[config.mk]
export PLATFORM = sky130hd
export DESIGN_NAME = path_bip8_unit
export DESIGN_NICKNAME = d
export VERILOG_FILES = /design/src/rtl/bip8_pkg.sv /design/src/rtl/bip_window_track.sv /design/src/rtl/bip_popcount.sv /design/src/rtl/bip_err_counter.sv /design/src/rtl/path_bip8_unit.sv
export SDC_FILE = /design/constraint.sdc
export NUM_CORES = 1
export LEC_CHECK = 0
export BUFFER_PORTS_ARGS = -buffer_cell sky130_fd_sc_hd__buf_2
export CORE_MARGIN = 4
export CORE_UTILIZATION = 47
export CTS_CLUSTER_SIZE = 40
export DETAILED_ROUTE_END_ITERATION = 8
export GPL_ROUTABILITY_DRIVEN = 0
export HOLD_SLACK_MARGIN = 0.03
export PLACE_DENSITY = 0.72
export SLEW_MARGIN = 0
export SYNTH_ARGS = -nofsm -noshare
export SYNTH_HDL_FRONTEND = slang
export SYNTH_SLANG_ARGS = --single-unit
[constraint.sdc]
create_clock -name clk -period 6.25 [get_ports clk]
set_clock_uncertainty 0.1 [all_clocks]
set_input_delay 1.25 -clock clk [delete_from_list [all_inputs] [get_ports clk]]
set_output_delay 1.25 -clock clk [all_outputs]
set_load 0.05 [all_outputs]
[src/rtl/bip8_pkg.sv]
package bip8_pkg;
    typedef enum logic {
        WIN_SEEK  = 1'b0,
        WIN_TRACK = 1'b1
    } win_state_e;
endpackage

[src/rtl/bip_window_track.sv]
module bip_window_track
    import bip8_pkg::*;
#(
    parameter int BYTE_W = 8
) (
    input  logic              clk,
    input  logic              rst_n,
    input  logic              spe_valid,
    input  logic              b3_slot,
    input  logic [BYTE_W-1:0] data,
    output logic [BYTE_W-1:0] parity,
    output logic              tracking
);
    win_state_e state_q, state_d;
    logic [BYTE_W-1:0] acc_q;

    // state register
    always_ff @(posedge clk) begin
        if (!rst_n) state_q <= WIN_SEEK;
        else        state_q <= state_d;
    end

    // next state and outputs
    always_comb begin
        state_d  = state_q;
        tracking = 1'b0;
        unique case (state_q)
            WIN_SEEK: begin
                if (b3_slot) state_d = WIN_TRACK;
            end
            WIN_TRACK: begin
                tracking = 1'b1;
            end
            default: state_d = WIN_SEEK;
        endcase
    end

    // lane accumulator: slot closes the window, payload bytes fold in
    always_ff @(posedge clk) begin
        if (!rst_n)         acc_q <= '0;
        else if (b3_slot)   acc_q <= '0;
        else if (spe_valid) acc_q <= acc_q ^ data;
    end

    assign parity = acc_q;
endmodule

[src/rtl/bip_popcount.sv]
module bip_popcount #(
    parameter int BYTE_W = 8,
    localparam int PC_W  = $clog2(BYTE_W + 1)
) (
    input  logic [BYTE_W-1:0] bits,
    output logic [PC_W-1:0]   ones
);
    always_comb begin
        ones = '0;
        for (int i = 0; i < BYTE_W; i++) begin
            ones = ones + PC_W'(bits[i]);
        end
    end
endmodule

[src/rtl/bip_err_counter.sv]
module bip_err_counter #(
    parameter int CNT_W = 16,
    parameter int PC_W  = 4
) (
    input  logic             clk,
    input  logic             rst_n,
    input  logic [PC_W-1:0]  add,
    input  logic             rd,
    output logic [CNT_W-1:0] count,
    output logic [CNT_W-1:0] snap
);
    localparam int SUM_W = CNT_W + PC_W;
    localparam logic [SUM_W-1:0] CNT_MAX = SUM_W'({CNT_W{1'b1}});

    function automatic logic [CNT_W-1:0] sat(input logic [SUM_W-1:0] v);
        return (v > CNT_MAX) ? CNT_MAX[CNT_W-1:0] : v[CNT_W-1:0];
    endfunction

    always_ff @(posedge clk) begin
        if (!rst_n) begin
            count <= '0;
            snap  <= '0;
        end else if (rd) begin
            snap  <= count;
            count <= sat(SUM_W'(add));
        end else begin
            count <= sat(SUM_W'(count) + SUM_W'(add));
        end
    end
endmodule

[src/rtl/path_bip8_unit.sv]
module path_bip8_unit #(
    parameter int BYTE_W = 8,
    parameter int CNT_W  = 16
) (
    input  logic              clk,
    input  logic              rst_n,
    input  logic              tx_spe_valid,
    input  logic              tx_b3_slot,
    input  logic [BYTE_W-1:0] tx_data_in,
    input  logic              tx_gen_disable,
    output logic [BYTE_W-1:0] tx_data_out,
    input  logic              rx_spe_valid,
    input  logic              rx_b3_slot,
    input  logic [BYTE_W-1:0] rx_data,
    input  logic              cnt_read,
    output logic [CNT_W-1:0]  err_count,
    output logic [CNT_W-1:0]  count_snap
);
    localparam int PC_W = $clog2(BYTE_W + 1);

    logic [BYTE_W-1:0] tx_par, rx_par;
    logic              tx_track, rx_track;
    logic [PC_W-1:0]   rx_ones, rx_add;

    bip_window_track #(.BYTE_W(BYTE_W)) u_tx_win (
        .clk(clk), .rst_n(rst_n), .spe_valid(tx_spe_valid), .b3_slot(tx_b3_slot),
        .data(tx_data_in), .parity(tx_par), .tracking(tx_track)
    );

    bip_window_track #(.BYTE_W(BYTE_W)) u_rx_win (
        .clk(clk), .rst_n(rst_n), .spe_valid(rx_spe_valid), .b3_slot(rx_b3_slot),
        .data(rx_data), .parity(rx_par), .tracking(rx_track)
    );

    bip_popcount #(.BYTE_W(BYTE_W)) u_pc (
        .bits(rx_data ^ rx_par), .ones(rx_ones)
    );

    assign rx_add = (rx_b3_slot && rx_track) ? rx_ones : '0;

    bip_err_counter #(.CNT_W(CNT_W), .PC_W(PC_W)) u_cnt (
        .clk(clk), .rst_n(rst_n), .add(rx_add), .rd(cnt_read),
        .count(err_count), .snap(count_snap)
    );

    // transmit insertion stage
    always_ff @(posedge clk) begin
        if (!rst_n)
            tx_data_out <= '0;
        else if (tx_b3_slot)
            tx_data_out <= (tx_gen_disable || !tx_track) ? '0 : tx_par;
        else
            tx_data_out <= tx_data_in;
    end
endmodule

==> key figures <==
Layout
  • Area Overhead vs Synth: 21.7%
  • Fill cell count: 491
  • Multi-input gate area: between 1000 and 1500 um2
  • Share of layout cells above drive strength 1: around a quarter
  • Reg area: approximately 1200 um2
  • Most frequent cells in the layout: buf_2 (63), dfxtp_1 (58), nor2_1 (22), nand2_1 (21), xor2_1 (20)
  • Final nets: 368
  • Final Non-Filler Cells: around 410
  • # diodes: 0
  • Commonest non-fill, non-tap cell in the layout: buf_2

CTS
  • Post_cts resized: 0
  • Clk_lat worst skew: approximately 0.34 ns
  • Clock Pin Slew Worst Setup and Hold Paths: 0.07 ns
  • CTS tree: yes
  • Cts hold-fix bufs: 0
  • Deepest clock path buffer count: 2
  • Total setup buffers inserted after CTS: 0
  • CTS H-Tree Depth: 3
  • TritonCTS Buffers: 9
  • Clock sink count: just under 60
  • CTS Root Cell: clkbuf_8

Worst setup path
  • Slowest cell on the critical path: a21oi_1
  • R2R depth: 13
  • CP Launch Type: input pin
  • Worst reg2reg path endpoint: u_cnt.count[5]$_SDFF_PP0_
  • Crit Path Class: input pin to register
  • Required @ worst endpoint: around 6.4 ns
  • Maximum fanout along the worst path: 12
  • Setup slack, reg-to-reg: ~1.7 ns
  • CP peak stage delay: 0.56 ns
  • RR Startpoint: u_rx_win.parity[0]$_SDFFE_PP0P_
  • Most common cell on crit path: fa_1
  • Setup crit end kind: register
  • Worst EP arrival: approximately 5.3 ns
  • Critical path cell sequence: buf_2 > xor2_1 > ha_1 > inv_1 > fa_1 > fa_1 > fa_1 > fa_1 > nor2_1 > ha_1 > a211o_1 > a21oi_1 > or3_2 > a31oi_1

Routing
  • DR iter-0 viols: 73
  • DR WL met2: around 2.6 mm
  • Total Wirelength: 5.33 mm
  • First drt pass iteration count: 4
  • WL met3: ~310 um
  • Routed len/inst: 13.1 um
  • Drt drc: 0
  • Routed Antenna Nets: 0
  • Number of vias per cell: roughly 5
  • Met1 wire length: 2.27 mm
  • Vias after detailed routing: approximately 2.1k
  • DR top layer: met4

Run status
  • Status: finished clean

Synth
  • Syn Nets: 309
  • Sequential share of the synthesized area: 44.1%
  • Syn. warnings: 0
  • Synth Flop Type: dfxtp_1
  • Syn Std Cell Area: 2630 um2
  • Post-synth EDFFs: 0
  • Post-synth cell types: 37
  • Fraction of registers with async set/reset: 0%
  • Seq cells post-synth: 58
  • Syn Area/Cell: approximately 9.6 um2
  • Syn Inst Count: roughly 270

GRT
  • First-pass GRT wire length: about 9.4 mm
  • Pin count of the biggest net entering global routing: 28
  • Initial antenna violation count: 0
  • Gr usage total: roughly 17%
  • Grt total ovfl: 0
  • Number of global-route vias before repair: 2154

Pwr
  • Sw Share: a little over a quarter
  • Cell-internal power: 667 uW
  • P_leak: 1.48 nW
  • Power Density: around 280 nW/um2
  • Design Power: a little over 900 uW
  • Sequential Power Share: ~43%
  • Logic pwr share: 14.3%
  • Sw power: ~240 uW
  • Clock power frac: a little over two fifths
  • Worst VDD drop: ~0.00017 V

Min path
  • Hold-critical path depth: 1
  • Worst Hold End: u_tx_win.state_q$_SDFF_PN0_
  • Hold WC Path Type: register to register
  • Min-delay src: u_tx_win.state_q$_SDFF_PN0_

Placement
  • IO Port Bufs: 63
  • Place WS: slightly below 0.7 ns
  • Placed instance count: slightly below 400
  • Dpl hpwl: 3.80 mm

Run
  • Max_cap viols: 0

Die
  • I/O pins: 64
  • Die width: 82.8 um
  • Area of the core: 5270 um2
  • Starting Density: between 40% and 50%
  • Die Y: between 80 and 90 um
  • Row count: 26
  • Die area: roughly 6900 um2

Timing
  • Unrepaired setup endpoints after global routing: no
  • Final worst slack: between 1 and 1.5 ns
  • Slew Viols, Final: 0
  • Final Hold Viols: 0
  • Fin crit period: between 5 and 6 ns
  • Fmax: 0.191 GHz
  • Setup TNS: 0 ns
  • Number of setup violations in the final report: 0
  • Crit share post-route: 83.8%
  • Worst slew margin: roughly 53%
  • Least-Margin Pin Slew: roughly 0.7 ns
==> critical path, delay by kind of cell <==
family	cells	cell delay, ns
buffers and inverters	2	0.16
XOR/XNOR	1	0.13
adder cells (fa/ha/maj)	6	2.47
AO/OA/AOI/OAI	3	0.90
AND/OR/NAND/NOR	2	0.43
==> layout make-up <==
class,count,area share [%]
clock inverters,6,2.81
clock buffers,10,4.30
flip-flops and latches,58,36.2
well taps,70,2.73
inverters,8,0.938
multi-input cells,192,43.1
repair buffers,63,9.84
==> layer usage <==
| layer | GRT usage [%] | vias up |
|---|---|---|
| met2 | 27.6 | 55 |
| met1 | 19.3 | 970 |
| li1 | - | 1059 |
| met4 | 9.66 | 0 |
| met5 | 0 | - |
| met3 | 4.55 | 11 |
==> Yosys cell counts (all sizes together), types with 2 or more instances <==
cell,n,share of area (%)
o31ai,2,0.57
mux2i,16,6.1
xor2,20,6.7
nand3,5,1.1
nand2b,3,0.71
nor3,2,0.38
nand2,21,3.0
a31oi,9,2.1
xnor2,9,3.0
o311a,4,1.5
clkbuf,13,1.9
a311oi,2,0.67
dfxtp,58,44
buf,2,0.38
ha,7,3.3
and2,2,0.48
a21oi,9,1.7
nor2b,18,4.3
fa,5,3.8
o21a,3,0.86
a22o,8,2.7
nor2,22,3.1
or3,4,1.0
and3,3,0.71
or4,2,0.57
o21ai,8,1.5
or2,2,0.48
inv,8,1.1
==> through the flow <==
step	cell area (um2)	hold WS (ns)	util [%]
after floorplan	2630	0.333	-
after global placement	2980	0.341	56.5
after detailed placement	2980	0.360	56.5
after CTS	3200	0.374	60.8
after global routing	3200	0.413	60.8
final	3200	0.375	60.8
==> how the worst max path moves through the flow <==
stage / start / endpoint / slack [ns] / cells past startpoint
3_5_place_dp: rx_data[1] / u_cnt.count[5]$_SDFF_PP0_ / 0.70 / 14
5_1_grt: rx_data[0] / u_cnt.count[11]$_SDFF_PP0_ / 0.74 / 14
2_1_floorplan: rx_data[0] / u_cnt.count[5]$_SDFF_PP0_ / 1.18 / 15
3_3_place_gp: rx_data[0] / u_cnt.count[5]$_SDFF_PP0_ / 0.79 / 14
4_1_cts: rx_data[1] / u_cnt.count[5]$_SDFF_PP0_ / 1.00 / 14
6_report: rx_data[0] / u_cnt.count[5]$_SDFF_PP0_ / 1.02 / 14
==> power by group through the flow <==
stage	logic [mW]	registers [mW]	clock network (mW)
global placement	0.124	0.395	0
global route	0.147	0.389	0.413
finish	0.130	0.387	0.388
detailed placement	0.129	0.396	0
CTS	0.133	0.387	0.398
floorplan	0.0779	0.415	0
==> cell families (layout without fill, tap and decap cells) <==
kind of cell	Yosys count	in the layout	synth area share [%]
and+or+nand+nor	86	86	16.7
DFF	58	58	44.1
AOI/OAI and AO/OA	49	49	12.9
xor gates and xnor gates	29	29	9.65
buffers and inverters	23	87	3.38
muxes	16	16	6.09
adders and majority gates	12	12	7.13
==> flip-flops by register name (all words and copies together), names as in the netlist <==
register and cells:
u_cnt.count 16, u_cnt.snap 16, tx_data_out 8, u_rx_win.parity 8, u_tx_win.parity 8, u_rx_win.state_q 1, u_tx_win.state_q 1
No activity file was read; power rests on OpenSTA's default activity.
